==> config.mk <==
export PLATFORM = sky130hd
export DESIGN_NAME = mbus_mgmt_port
export DESIGN_NICKNAME = d
export VERILOG_FILES = /design/src/rtl/mbus_pkg.sv /design/src/rtl/mbus_insync.sv /design/src/rtl/mbus_bus_fsm.sv /design/src/rtl/mbus_regfile.sv /design/src/rtl/mbus_refpulse.sv /design/src/rtl/mbus_mgmt_port.sv
export SDC_FILE = /design/constraint.sdc
export NUM_CORES = 1
export LEC_CHECK = 0
export ABC_CLOCK_PERIOD_IN_PS = 1650
export BUFFER_PORTS_ARGS = -buffer_cell sky130_fd_sc_hd__buf_2
export CORE_ASPECT_RATIO = 0.6
export CORE_MARGIN = 2
export CORE_UTILIZATION = 47
export CTS_CLUSTER_SIZE = 30
export DETAILED_ROUTE_END_ITERATION = 8
export GPL_TIMING_DRIVEN = 0
export PLACE_DENSITY = 0.78
export SLEW_MARGIN = 25
export SYNTH_ARGS = -nofsm -noshare
export SYNTH_HDL_FRONTEND = slang
export SYNTH_SLANG_ARGS = --single-unit
==> constraint.sdc <==
create_clock -name clk -period 1.65 [get_ports clk]
set_input_delay 0.33 -clock clk [delete_from_list [all_inputs] [get_ports clk]]
set_output_delay 0.33 -clock clk [all_outputs]
set_load 0.01 [all_outputs]
==> src/rtl/mbus_pkg.sv <==
package mbus_pkg;

    // Bus and register file geometry
    localparam int DW   = 8;          // bus width
    localparam int AW   = 3;          // decoded address bits
    localparam int NREG = 1 << AW;    // register slots

    // Slot roles (the core decodes these positions)
    localparam int ADDR_CTRL = 0;
    localparam int ADDR_STAT = 1;
    localparam int ADDR_MASK = 2;
    localparam int ADDR_CFG  = 3;
    localparam int ADDR_LIVE = 4;

    // Field positions
    localparam int USR_BIT = 7;       // control bit driving the user pin
    localparam int PW_LSB  = 3;       // pulse length field, low bit
    localparam int PW_W    = 2;       // pulse length field width

    typedef enum logic [1:0] {
        BUS_IDLE  = 2'd0,
        BUS_READ  = 2'd1,
        BUS_WRITE = 2'd2
    } bus_st_e;

    typedef enum logic {
        PL_IDLE   = 1'b0,
        PL_ACTIVE = 1'b1
    } pls_st_e;

    // Pulse length in clocks for a length code: 1, 2, 4, 8, ...
    function automatic int unsigned pulse_len(input int unsigned code);
        return 32'd1 << code;
    endfunction

endpackage

==> src/rtl/mbus_insync.sv <==
module mbus_insync #(
    parameter int DW = 8
) (
    input  logic          clk,
    input  logic          rst_n,
    input  logic          ale_i,
    input  logic          cs_n_i,
    input  logic          rd_n_i,
    input  logic          wr_n_i,
    input  logic [DW-1:0] ad_i,
    output logic          ale_q,
    output logic          ale_qq,
    output logic          cs_n_q,
    output logic          rd_n_q,
    output logic          wr_n_q,
    output logic [DW-1:0] ad_q
);

    // One sampling stage, plus a second ALE stage for edge detection
    always_ff @(posedge clk or negedge rst_n) begin
        if (!rst_n) begin
            ale_q  <= 1'b0;
            ale_qq <= 1'b0;
            cs_n_q <= 1'b1;
            rd_n_q <= 1'b1;
            wr_n_q <= 1'b1;
            ad_q   <= '0;
        end else begin
            ale_q  <= ale_i;
            ale_qq <= ale_q;
            cs_n_q <= cs_n_i;
            rd_n_q <= rd_n_i;
            wr_n_q <= wr_n_i;
            ad_q   <= ad_i;
        end
    end

endmodule

==> src/rtl/mbus_bus_fsm.sv <==
module mbus_bus_fsm
    import mbus_pkg::*;
#(
    parameter int AW = 3
) (
    input  logic          clk,
    input  logic          rst_n,
    input  logic          ale_q,
    input  logic          ale_qq,
    input  logic          cs_n_q,
    input  logic          rd_n_q,
    input  logic          wr_n_q,
    input  logic [AW-1:0] adr_bits_i,
    output logic [AW-1:0] addr_o,
    output logic          rd_act_o,
    output logic          rd_start_o,
    output logic          rd_done_o,
    output logic          wr_stb_o
);

    bus_st_e state, nxt;
    logic    ale_fall;

    assign ale_fall = ale_qq && !ale_q;

    // State register and address latch
    always_ff @(posedge clk or negedge rst_n) begin
        if (!rst_n) begin
            state  <= BUS_IDLE;
            addr_o <= '0;
        end else begin
            state <= nxt;
            if (ale_fall) begin
                addr_o <= adr_bits_i;
            end
        end
    end

    // Transitions
    always_comb begin
        nxt = state;
        unique case (state)
            BUS_IDLE: begin
                if (!cs_n_q && !rd_n_q) begin
                    nxt = BUS_READ;
                end else if (!cs_n_q && !wr_n_q) begin
                    nxt = BUS_WRITE;
                end
            end
            BUS_READ: begin
                if (cs_n_q || rd_n_q) begin
                    nxt = BUS_IDLE;
                end
            end
            BUS_WRITE: begin
                if (cs_n_q || wr_n_q) begin
                    nxt = BUS_IDLE;
                end
            end
            default: nxt = BUS_IDLE;
        endcase
    end

    // Outputs
    always_comb begin
        rd_act_o   = (state == BUS_READ);
        rd_start_o = (state == BUS_IDLE) && (nxt == BUS_READ);
        rd_done_o  = (state == BUS_READ) && (nxt == BUS_IDLE);
        wr_stb_o   = (state == BUS_WRITE) && !cs_n_q && wr_n_q;
    end

endmodule

==> src/rtl/mbus_regfile.sv <==
module mbus_regfile
    import mbus_pkg::*;
#(
    parameter int DW   = 8,
    parameter int AW   = 3,
    localparam int NR  = 1 << AW
) (
    input  logic             clk,
    input  logic             rst_n,
    input  logic [AW-1:0]    addr_i,
    input  logic             wr_stb_i,
    input  logic [DW-1:0]    wr_data_i,
    input  logic             rd_start_i,
    input  logic             rd_done_i,
    input  logic [DW-1:0]    irq_src_i,
    input  logic [DW-1:0]    core_stat_i,
    output logic [DW-1:0]    rd_data_o,
    output logic [NR*DW-1:0] regs_o,
    output logic             irq_n_o
);

    logic [NR-1:0][DW-1:0] slot;
    logic [DW-1:0]         snap;
    logic                  sel_stat;

    assign sel_stat = (addr_i == AW'(ADDR_STAT));

    // Snapshot of status taken as a status read begins
    always_ff @(posedge clk or negedge rst_n) begin
        if (!rst_n) begin
            snap <= '0;
        end else if (rd_start_i && sel_stat) begin
            snap <= slot[ADDR_STAT];
        end
    end

    for (genvar i = 0; i < NR; i++) begin : g_slot
        if (i == ADDR_STAT) begin : g_stat
            logic [DW-1:0] st_q;
            always_ff @(posedge clk or negedge rst_n) begin
                if (!rst_n) begin
                    st_q <= '0;
                end else if (rd_done_i && sel_stat) begin
                    st_q <= (st_q & ~snap) | irq_src_i;
                end else begin
                    st_q <= st_q | irq_src_i;
                end
            end
            assign slot[i] = st_q;
        end else if (i == ADDR_LIVE) begin : g_live
            assign slot[i] = core_stat_i;
        end else begin : g_rw
            logic [DW-1:0] rw_q;
            always_ff @(posedge clk or negedge rst_n) begin
                if (!rst_n) begin
                    rw_q <= '0;
                end else if (wr_stb_i && (addr_i == AW'(i))) begin
                    rw_q <= wr_data_i;
                end
            end
            assign slot[i] = rw_q;
        end
    end

    assign rd_data_o = sel_stat ? snap : slot[addr_i];
    assign regs_o    = slot;
    assign irq_n_o   = ~|(slot[ADDR_STAT] & slot[ADDR_MASK]);

endmodule

==> src/rtl/mbus_refpulse.sv <==
module mbus_refpulse
    import mbus_pkg::*;
#(
    parameter int  PW_W  = 2,
    localparam int LEN_W = 1 << PW_W
) (
    input  logic            clk,
    input  logic            rst_n,
    input  logic            trig_i,
    input  logic [PW_W-1:0] sel_i,
    output logic            pulse_n_o
);

    pls_st_e          state, nxt;
    logic [LEN_W-1:0] cnt;

    // State register and down-counter
    always_ff @(posedge clk or negedge rst_n) begin
        if (!rst_n) begin
            state <= PL_IDLE;
            cnt   <= '0;
        end else begin
            state <= nxt;
            if (state == PL_IDLE && trig_i) begin
                cnt <= LEN_W'(pulse_len(32'(sel_i)) - 1);
            end else if (state == PL_ACTIVE && cnt != '0) begin
                cnt <= cnt - 1'b1;
            end
        end
    end

    // Transitions
    always_comb begin
        nxt = state;
        unique case (state)
            PL_IDLE:   if (trig_i)     nxt = PL_ACTIVE;
            PL_ACTIVE: if (cnt == '0)  nxt = PL_IDLE;
            default:   nxt = PL_IDLE;
        endcase
    end

    // Output
    always_comb begin
        pulse_n_o = (state != PL_ACTIVE);
    end

endmodule

==> src/rtl/mbus_mgmt_port.sv <==
module mbus_mgmt_port
    import mbus_pkg::*;
(
    input  logic             clk,
    input  logic             rst_n,
    input  logic             ale_i,
    input  logic             cs_n_i,
    input  logic             rd_n_i,
    input  logic             wr_n_i,
    input  logic [DW-1:0]    ad_i,
    output logic [DW-1:0]    ad_o,
    output logic             ad_oe_o,
    output logic             user_n_o,
    output logic             irq_n_o,
    input  logic [DW-1:0]    irq_src_i,
    input  logic [DW-1:0]    core_stat_i,
    input  logic             rxref_trig_i,
    output logic             rxref_n_o,
    output logic [NREG*DW-1:0] regs_o
);

    logic          ale_q, ale_qq, cs_n_q, rd_n_q, wr_n_q;
    logic [DW-1:0] ad_q;
    logic [AW-1:0] addr;
    logic          rd_act, rd_start, rd_done, wr_stb;
    logic [DW-1:0] rd_data;

    mbus_insync #(.DW(DW)) u_sync (
        .clk    (clk),
        .rst_n  (rst_n),
        .ale_i  (ale_i),
        .cs_n_i (cs_n_i),
        .rd_n_i (rd_n_i),
        .wr_n_i (wr_n_i),
        .ad_i   (ad_i),
        .ale_q  (ale_q),
        .ale_qq (ale_qq),
        .cs_n_q (cs_n_q),
        .rd_n_q (rd_n_q),
        .wr_n_q (wr_n_q),
        .ad_q   (ad_q)
    );

    mbus_bus_fsm #(.AW(AW)) u_fsm (
        .clk        (clk),
        .rst_n      (rst_n),
        .ale_q      (ale_q),
        .ale_qq     (ale_qq),
        .cs_n_q     (cs_n_q),
        .rd_n_q     (rd_n_q),
        .wr_n_q     (wr_n_q),
        .adr_bits_i (ad_q[AW-1:0]),
        .addr_o     (addr),
        .rd_act_o   (rd_act),
        .rd_start_o (rd_start),
        .rd_done_o  (rd_done),
        .wr_stb_o   (wr_stb)
    );

    mbus_regfile #(.DW(DW), .AW(AW)) u_regs (
        .clk         (clk),
        .rst_n       (rst_n),
        .addr_i      (addr),
        .wr_stb_i    (wr_stb),
        .wr_data_i   (ad_q),
        .rd_start_i  (rd_start),
        .rd_done_i   (rd_done),
        .irq_src_i   (irq_src_i),
        .core_stat_i (core_stat_i),
        .rd_data_o   (rd_data),
        .regs_o      (regs_o),
        .irq_n_o     (irq_n_o)
    );

    mbus_refpulse #(.PW_W(PW_W)) u_pulse (
        .clk       (clk),
        .rst_n     (rst_n),
        .trig_i    (rxref_trig_i),
        .sel_i     (regs_o[ADDR_CFG*DW+PW_LSB +: PW_W]),
        .pulse_n_o (rxref_n_o)
    );

    assign ad_oe_o  = rd_act;
    assign ad_o     = rd_act ? rd_data : '0;
    assign user_n_o = ~regs_o[ADDR_CTRL*DW+USR_BIT];

endmodule

==> results.md, run 1 <==
* Clock sink count at 87
* Critical Path AT at 1900 ps
* Clock power frac at 33.5%
* Yosys cell types at 37
* Clock root buffer: clkbuf_16
* N_diodes at 0
* Area delta synth->final at 35.0%
* Max cap viols at 0
* Routed wire length on met3 at 753 µm
* Commonest non-fill, non-tap cell in the layout: buf_2
* Nets at 443
* Synth Cell Area at 3930 µm²
* Final worst slack at -578 ps
* Die Y at 74.9 µm
* Hold Fails Final Rpt at 0
* Top sig layer: met4
* TritonCTS clock tree: done
* Clock Skew at 12.3 ps
* Post-DR vias/cell at 5.57
* Seq cells post-synth at 87
* # setup viols final at 24
* Number of synthesized flops with an enable pin at 0
* Post-Syn Nets at 312
* RR Startpoint: u_fsm.addr_o[0]
* RSZ-0062 raised after global routing: yes
* Syn Area/Cell at 14.0 µm²
* Final max-slew violation count at 0
* Critical path startpoint category: flip-flop
* Total Wirelength at 10400 µm
* Setup CP Type: flip-flop to primary output
* Initial antenna violation count at 0
* Final instance area at 5310 µm²
* Power Density at 1140 nW/µm²
* Type of the worst min-delay path: primary input to flip-flop
* Share of cells above drive strength 1 at 62.7%
* Sequential share of power at 44.4%
* Pin count of the biggest net entering global routing at 61
* Met2 WL at 4750 µm
* Depth of the CTS H-tree at 3
* Global-route wire length before repair at 15800 µm
* Die area at 9140 µm²
* Sw frac at 28.5%
* Placed inst area at 4640 µm²
* Total power at 6.06 mW
* DR pass1 iterations at 5
* Most frequent cells in the layout: 105 x buf_2, 81 x dfrtp_1, 53 x mux2_2, 20 x nand2_1, 15 x buf_4
* DR WL/cell at 19.9 µm
* CP max FO at 7
* Core box area at 8010 µm²
* Tightest Pin Transition at 409 ps
* Post-synthesis sequential area ratio at 55.5%
* Pint at 4.34 mW
* Grt ovf at 0
* Dpl hpwl at 7200 µm
* Hold wc startpoint: ad_i[3]
* Clock Pin Slew Worst Setup and Hold Paths at 70 ps
* Fraction of registers with async set/reset at 100%
* DRC at 0
* NetSw at 1.72 mW
* I/O pins at 107
* Fin crit share at 135%
* Peak supply drop at 0.739 mV
* Die width at 122 µm
* Post-route ant nets at 0
* Final core utilization at 66.3%
* Yosys warns at 0
* Cts bufs inserted at 9
* Setup total negative slack at -5480 ps
* Leak at 2.64 nW
* Routability Congestion at 0.858
* DRT iter0 DRCs at 232
* Vias at 2913
* M1 WL at 4760 µm
* Vias in the first global route at 2896
* Max Clock Freq at 449 MHz
* CP endpoint kind: primary output
* Starting Density at 49.1%
* Post-route minimum period at 2230 ps
* Status: finished, violations left
* Clk_lat worst skew at 350 ps
* Primary FF master, synth: dfrtp_1
* Failing checks: negative setup slack
* Buffers on Ports at 106
* All-Layer GR Usage at 23.9%
* Crit path required time at 1320 ps
* Worst Setup SP: u_fsm.addr_o[0]
* Post-synthesis instance total at 280
* Comb power frac at 22.1%
* CTS max path bufs at 2
* Max-slew headroom at 72.6%
* Floorplan row count at 25
==> cells by family (layout without fill, tap and decap cells) <==
kind of cell	Yosys count	after routing	synth area share (%)
AOI/OAI and AO/OA	42	42	7.00
DFF	87	87	55.5
adders and majority gates	1	1	0.318
xor gates and xnor gates	1	1	0.223
buffers and inverters	21	156	3.63
and+or+nand+nor	52	52	9.39
muxes	76	76	24.0
==> critical path, stage by stage (launching register included) <==
cell     delay [ps]
dfrtp_2         420
buf_12          140
buf_12          120
mux4_2          540
o21ai_2         140
nand2_1          70
buf_2           130
==> power by group through the flow <==
stage	clock (mW)	combinational, mW	sequential, mW
CTS	2.06	1.31	2.67
detailed placement	0	1.20	2.69
finish	2.03	1.34	2.69
global route	2.16	1.45	2.73
floorplan	0	0.730	2.69
global placement	0	1.14	2.68
==> cell usage after synthesis (3+ instances only) <==
library cell,number,area share [%]
buf_6,3,0.86
nand2b_1,4,0.64
dfrtp_1,84,53
nor2_1,7,0.67
dfstp_2,3,2.0
o21ai_0,14,1.8
a221oi_1,8,1.8
mux2_2,65,19
buf_2,3,0.38
nor3_1,3,0.38
a21oi_1,6,0.76
a21o_1,8,1.5
a22oi_1,4,0.76
nand2_1,20,1.9
inv_1,5,0.48
buf_4,10,1.9
mux4_2,8,4.6
==> flip-flops by register name, summed over array words and instances, names as in the netlist <==
register                   flops
u_regs.g_slot.g_rw.rw_q       48
u_regs.g_slot.g_stat.st_q      8
u_regs.snap                    8
u_sync.ad_q                    8
u_pulse.cnt                    4
u_fsm.addr_o                   3
u_fsm.state                    2
u_pulse.state                  1
u_sync.ale_q                   1
u_sync.ale_qq                  1
u_sync.cs_n_q                  1
u_sync.rd_n_q                  1
u_sync.wr_n_q                  1
==> per-stage QoR <==
step | setup WS (ps) | hold WS [ps] | std cells
after floorplan | -21.5 | 34.4 | 280
after global placement | -457 | 366 | 494
after detailed placement | -487 | 225 | 495
after CTS | -576 | 76.3 | 522
after global routing | -667 | 74.4 | 523
final | -578 | 84.9 | 523
==> final cells by class <==
class,count,area (µm²)
clock buffers,11,243
repair buffers,120,731
multi-input cells,172,1780
plain buffers,16,160
clock inverters,4,53.8
well taps,108,135
inverters,5,18.8
flip-flops and latches,87,2180
fillers,624,2700
==> layer usage <==
layer,GRT usage (%),vias to the layer above
li1,-,1285
met1,33.8,1499
met2,35.8,114
met3,7.65,15
met4,7.28,0
met5,0,-
==> what timing repair did <==
action                                  CTS  global route
pin swaps                                 9             7
hold buffers                              1             0
setup buffers                            10             2
endpoints found under the setup margin   46            71
cloned                                    1             0
resized for setup                        23            36
endpoints found under the hold margin    24             0
==> final timing paths <==
check                                                      to  slack, ps  cells past startpoint
worst min register to register                  u_sync.ale_qq        380                      0
worst max register to register  u_regs.g_slot[0].g_rw.rw_q[6]       -100                      6
min in group asynchronous       u_regs.g_slot[0].g_rw.rw_q[1]        430                      2
worst max-delay path                                  ad_o[4]       -580                      6
max in group asynchronous                     u_fsm.addr_o[0]        640                      3
worst min-delay path                           u_sync.ad_q[3]         80                      1
Note: power is estimated with default switching activity, not from simulation.
==> inputs of run 2 (changes only) <==
--- a/config.mk
+++ b/config.mk
@@ -14,6 +14,7 @@
 export DETAILED_ROUTE_END_ITERATION = 8
 export GPL_TIMING_DRIVEN = 0
 export PLACE_DENSITY = 0.78
+export REMOVE_ABC_BUFFERS = 1
 export SLEW_MARGIN = 25
 export SYNTH_ARGS = -nofsm -noshare
 export SYNTH_HDL_FRONTEND = slang
==> results.md, run 2 (synthesized netlist as in run 1, its figures left out) <==
* Routability Congestion at 0.777
* Status: finished, violations left
* # setup viols final at 49
* TritonCTS clock tree: done
* Area delta synth->final at 39.3%
* Setup WS pre-CTS at -1210 ps
* Max cap viols at 0
* Clock power frac at 33.7%
* Final max-slew violation count at 0
* Post-route ant nets at 0
* N_diodes at 0
* DRC at 0
* Final worst slack at -622 ps
* Comb power frac at 23.3%
* I/O pins at 107
* CP max FO at 5
* Sw frac at 28.4%
* Vias in the first global route at 2982
* Share of cells above drive strength 1 at 65.9%
* Vias at 2991
* Clock sink count at 87
* RSZ-0062 raised after global routing: yes
* Worst Setup SP: u_fsm.addr_o[0]
* Clock root buffer: clkbuf_16
* Fillcell total at 571
* Crit path required time at 1320 ps
* Setup CP Type: flip-flop to primary output
* All-Layer GR Usage at 25.9%
* Pin count of the biggest net entering global routing at 54
* Hold Fails Final Rpt at 0
* NetSw at 1.81 mW
* Clk_lat worst skew at 350 ps
* DR pass1 iterations at 4
* Largest register by flop count: u_regs.g_slot.g_rw.rw_q
* Floorplan row count at 25
* Most frequent cells in the layout: 105 x buf_2, 75 x dfrtp_1, 33 x mux2_2, 33 x mux2_4, 17 x nand2_1
* Leak at 2.71 nW
* Peak supply drop at 0.710 mV
* DR WL/cell at 21.4 µm
* Post-DR vias/cell at 5.68
* Die area at 9140 µm²
* Max reg flops at 48
* Type of the worst min-delay path: primary input to asynchronous set/reset pin
* Critical Path AT at 1940 ps
* Initial antenna violation count at 0
* Max-slew headroom at 53.9%
* CP endpoint kind: primary output
* Failing checks: negative setup slack
* DRT iter0 DRCs at 234
* Sequential share of power at 43.1%
* Global-route wire length before repair at 16800 µm
* Commonest non-fill, non-tap cell in the layout: buf_2
* CTS max path bufs at 2
* Total Wirelength at 11300 µm
* Core box area at 8010 µm²
* Clock Skew at 7.43 ps
* Max Clock Freq at 440 MHz
* Tightest Pin Transition at 692 ps
* Dpl hpwl at 6860 µm
* Depth of the CTS H-tree at 3
* Die width at 122 µm
* Nets at 446
* Grt ovf at 0
* Die Y at 74.9 µm
* Post-route minimum period at 2270 ps
* Buffers on Ports at 106
* Power Density at 1160 nW/µm²
* Cts bufs inserted at 9
* Total power at 6.35 mW
* Fin crit share at 138%
* Critical path startpoint category: flip-flop
* Setup total negative slack at -9380 ps
* RR Startpoint: u_fsm.addr_o[0]
* Starting Density at 49.1%
* WHS at 32.0 ps
* Pint at 4.55 mW
* Clock Pin Slew Worst Setup and Hold Paths at 60 ps
-- run 2: cell types whose count changed in the layout (fill, tap and decap cells not counted), moves of 2 or more --
| cell | change |
|---|---|
| mux2_2 | -20 |
| mux2_4 | +20 |
| buf_6 | +8 |
| dfrtp_1 | -6 |
| buf_4 | -5 |
| clkinv_2 | +4 |
| dfrtp_2 | +4 |
| buf_8 | +3 |
| nand2_1 | -3 |
| nand2_2 | +3 |
| dfrtp_4 | +2 |
-- run 2: cell type report --
cell class | count | area [µm²] | share of cell area, %
inverters | 5 | 18.8 | 0.343
clock buffers | 9 | 225 | 4.11
flip-flops and latches | 87 | 2200 | 40.1
clock inverters | 7 | 87.6 | 1.60
repair buffers | 139 | 951 | 17.4
multi-input cells | 172 | 1860 | 34.0
well taps | 108 | 135 | 2.47
-- run 2: what timing repair did --
action | CTS | global route
setup endpoints to repair | 74 | 75
cloned | 1 | 0
setup buffers | 24 | 7
resized for setup | 57 | 52
endpoints found under the hold margin | 0 | 0
pin swaps | 11 | 19
hold buffers | 0 | 0
-- run 2: path summary, 6_finish.rpt --
path | endpoint | slack (ps) | cells past startpoint
setup / recovery | ad_o[3] | -620 | 6
hold / removal | u_regs.g_slot[7].g_rw.rw_q[1] | 30 | 1
setup reg to reg | u_regs.g_slot[1].g_stat.st_q[5] | -330 | 8
hold reg to reg | u_sync.ale_qq | 390 | 0
max in group asynchronous | u_sync.rd_n_q | 940 | 2
min in group clk | u_sync.cs_n_q | 80 | 1
-- run 2: per-layer routing --
layer / part of all wire [%] / track usage [%]
met1: 45 / 36.2
met2: 45 / 39.2
met3: 9.1 / 8.64
met4: 1.6 / 7.92
met5: 0 / 0
-- run 2: power by group through the flow --
stage	Sequential [mW]	Clock (mW)	Combinational (mW)
after detailed placement	2.77	0	1.07
after global routing	2.77	2.25	1.59
after CTS	2.70	2.16	1.36
final	2.74	2.14	1.48
after global placement	2.77	0	0.977
after floorplan	2.75	0	0.593
-- run 2: per-stage QoR --
| step | cells | utilization (%) | cell area, µm² |
|---|---|---|---|
| finish | 527 | 68.4 | 5480 |
| CTS | 521 | 65.8 | 5270 |
| global route | 527 | 68.4 | 5480 |
| detailed placement | 480 | 56.5 | 4530 |
| floorplan | 264 | - | 3810 |
| global placement | 478 | 55.9 | 4470 |
-- run 2: critical path, cell delays in order, from the launching register on --
cell and delay, ps:
dfrtp_4 530, buf_12 160, buf_4 140, mux2_2 270, a221oi_2 250, o21ai_1 90, buf_2 150
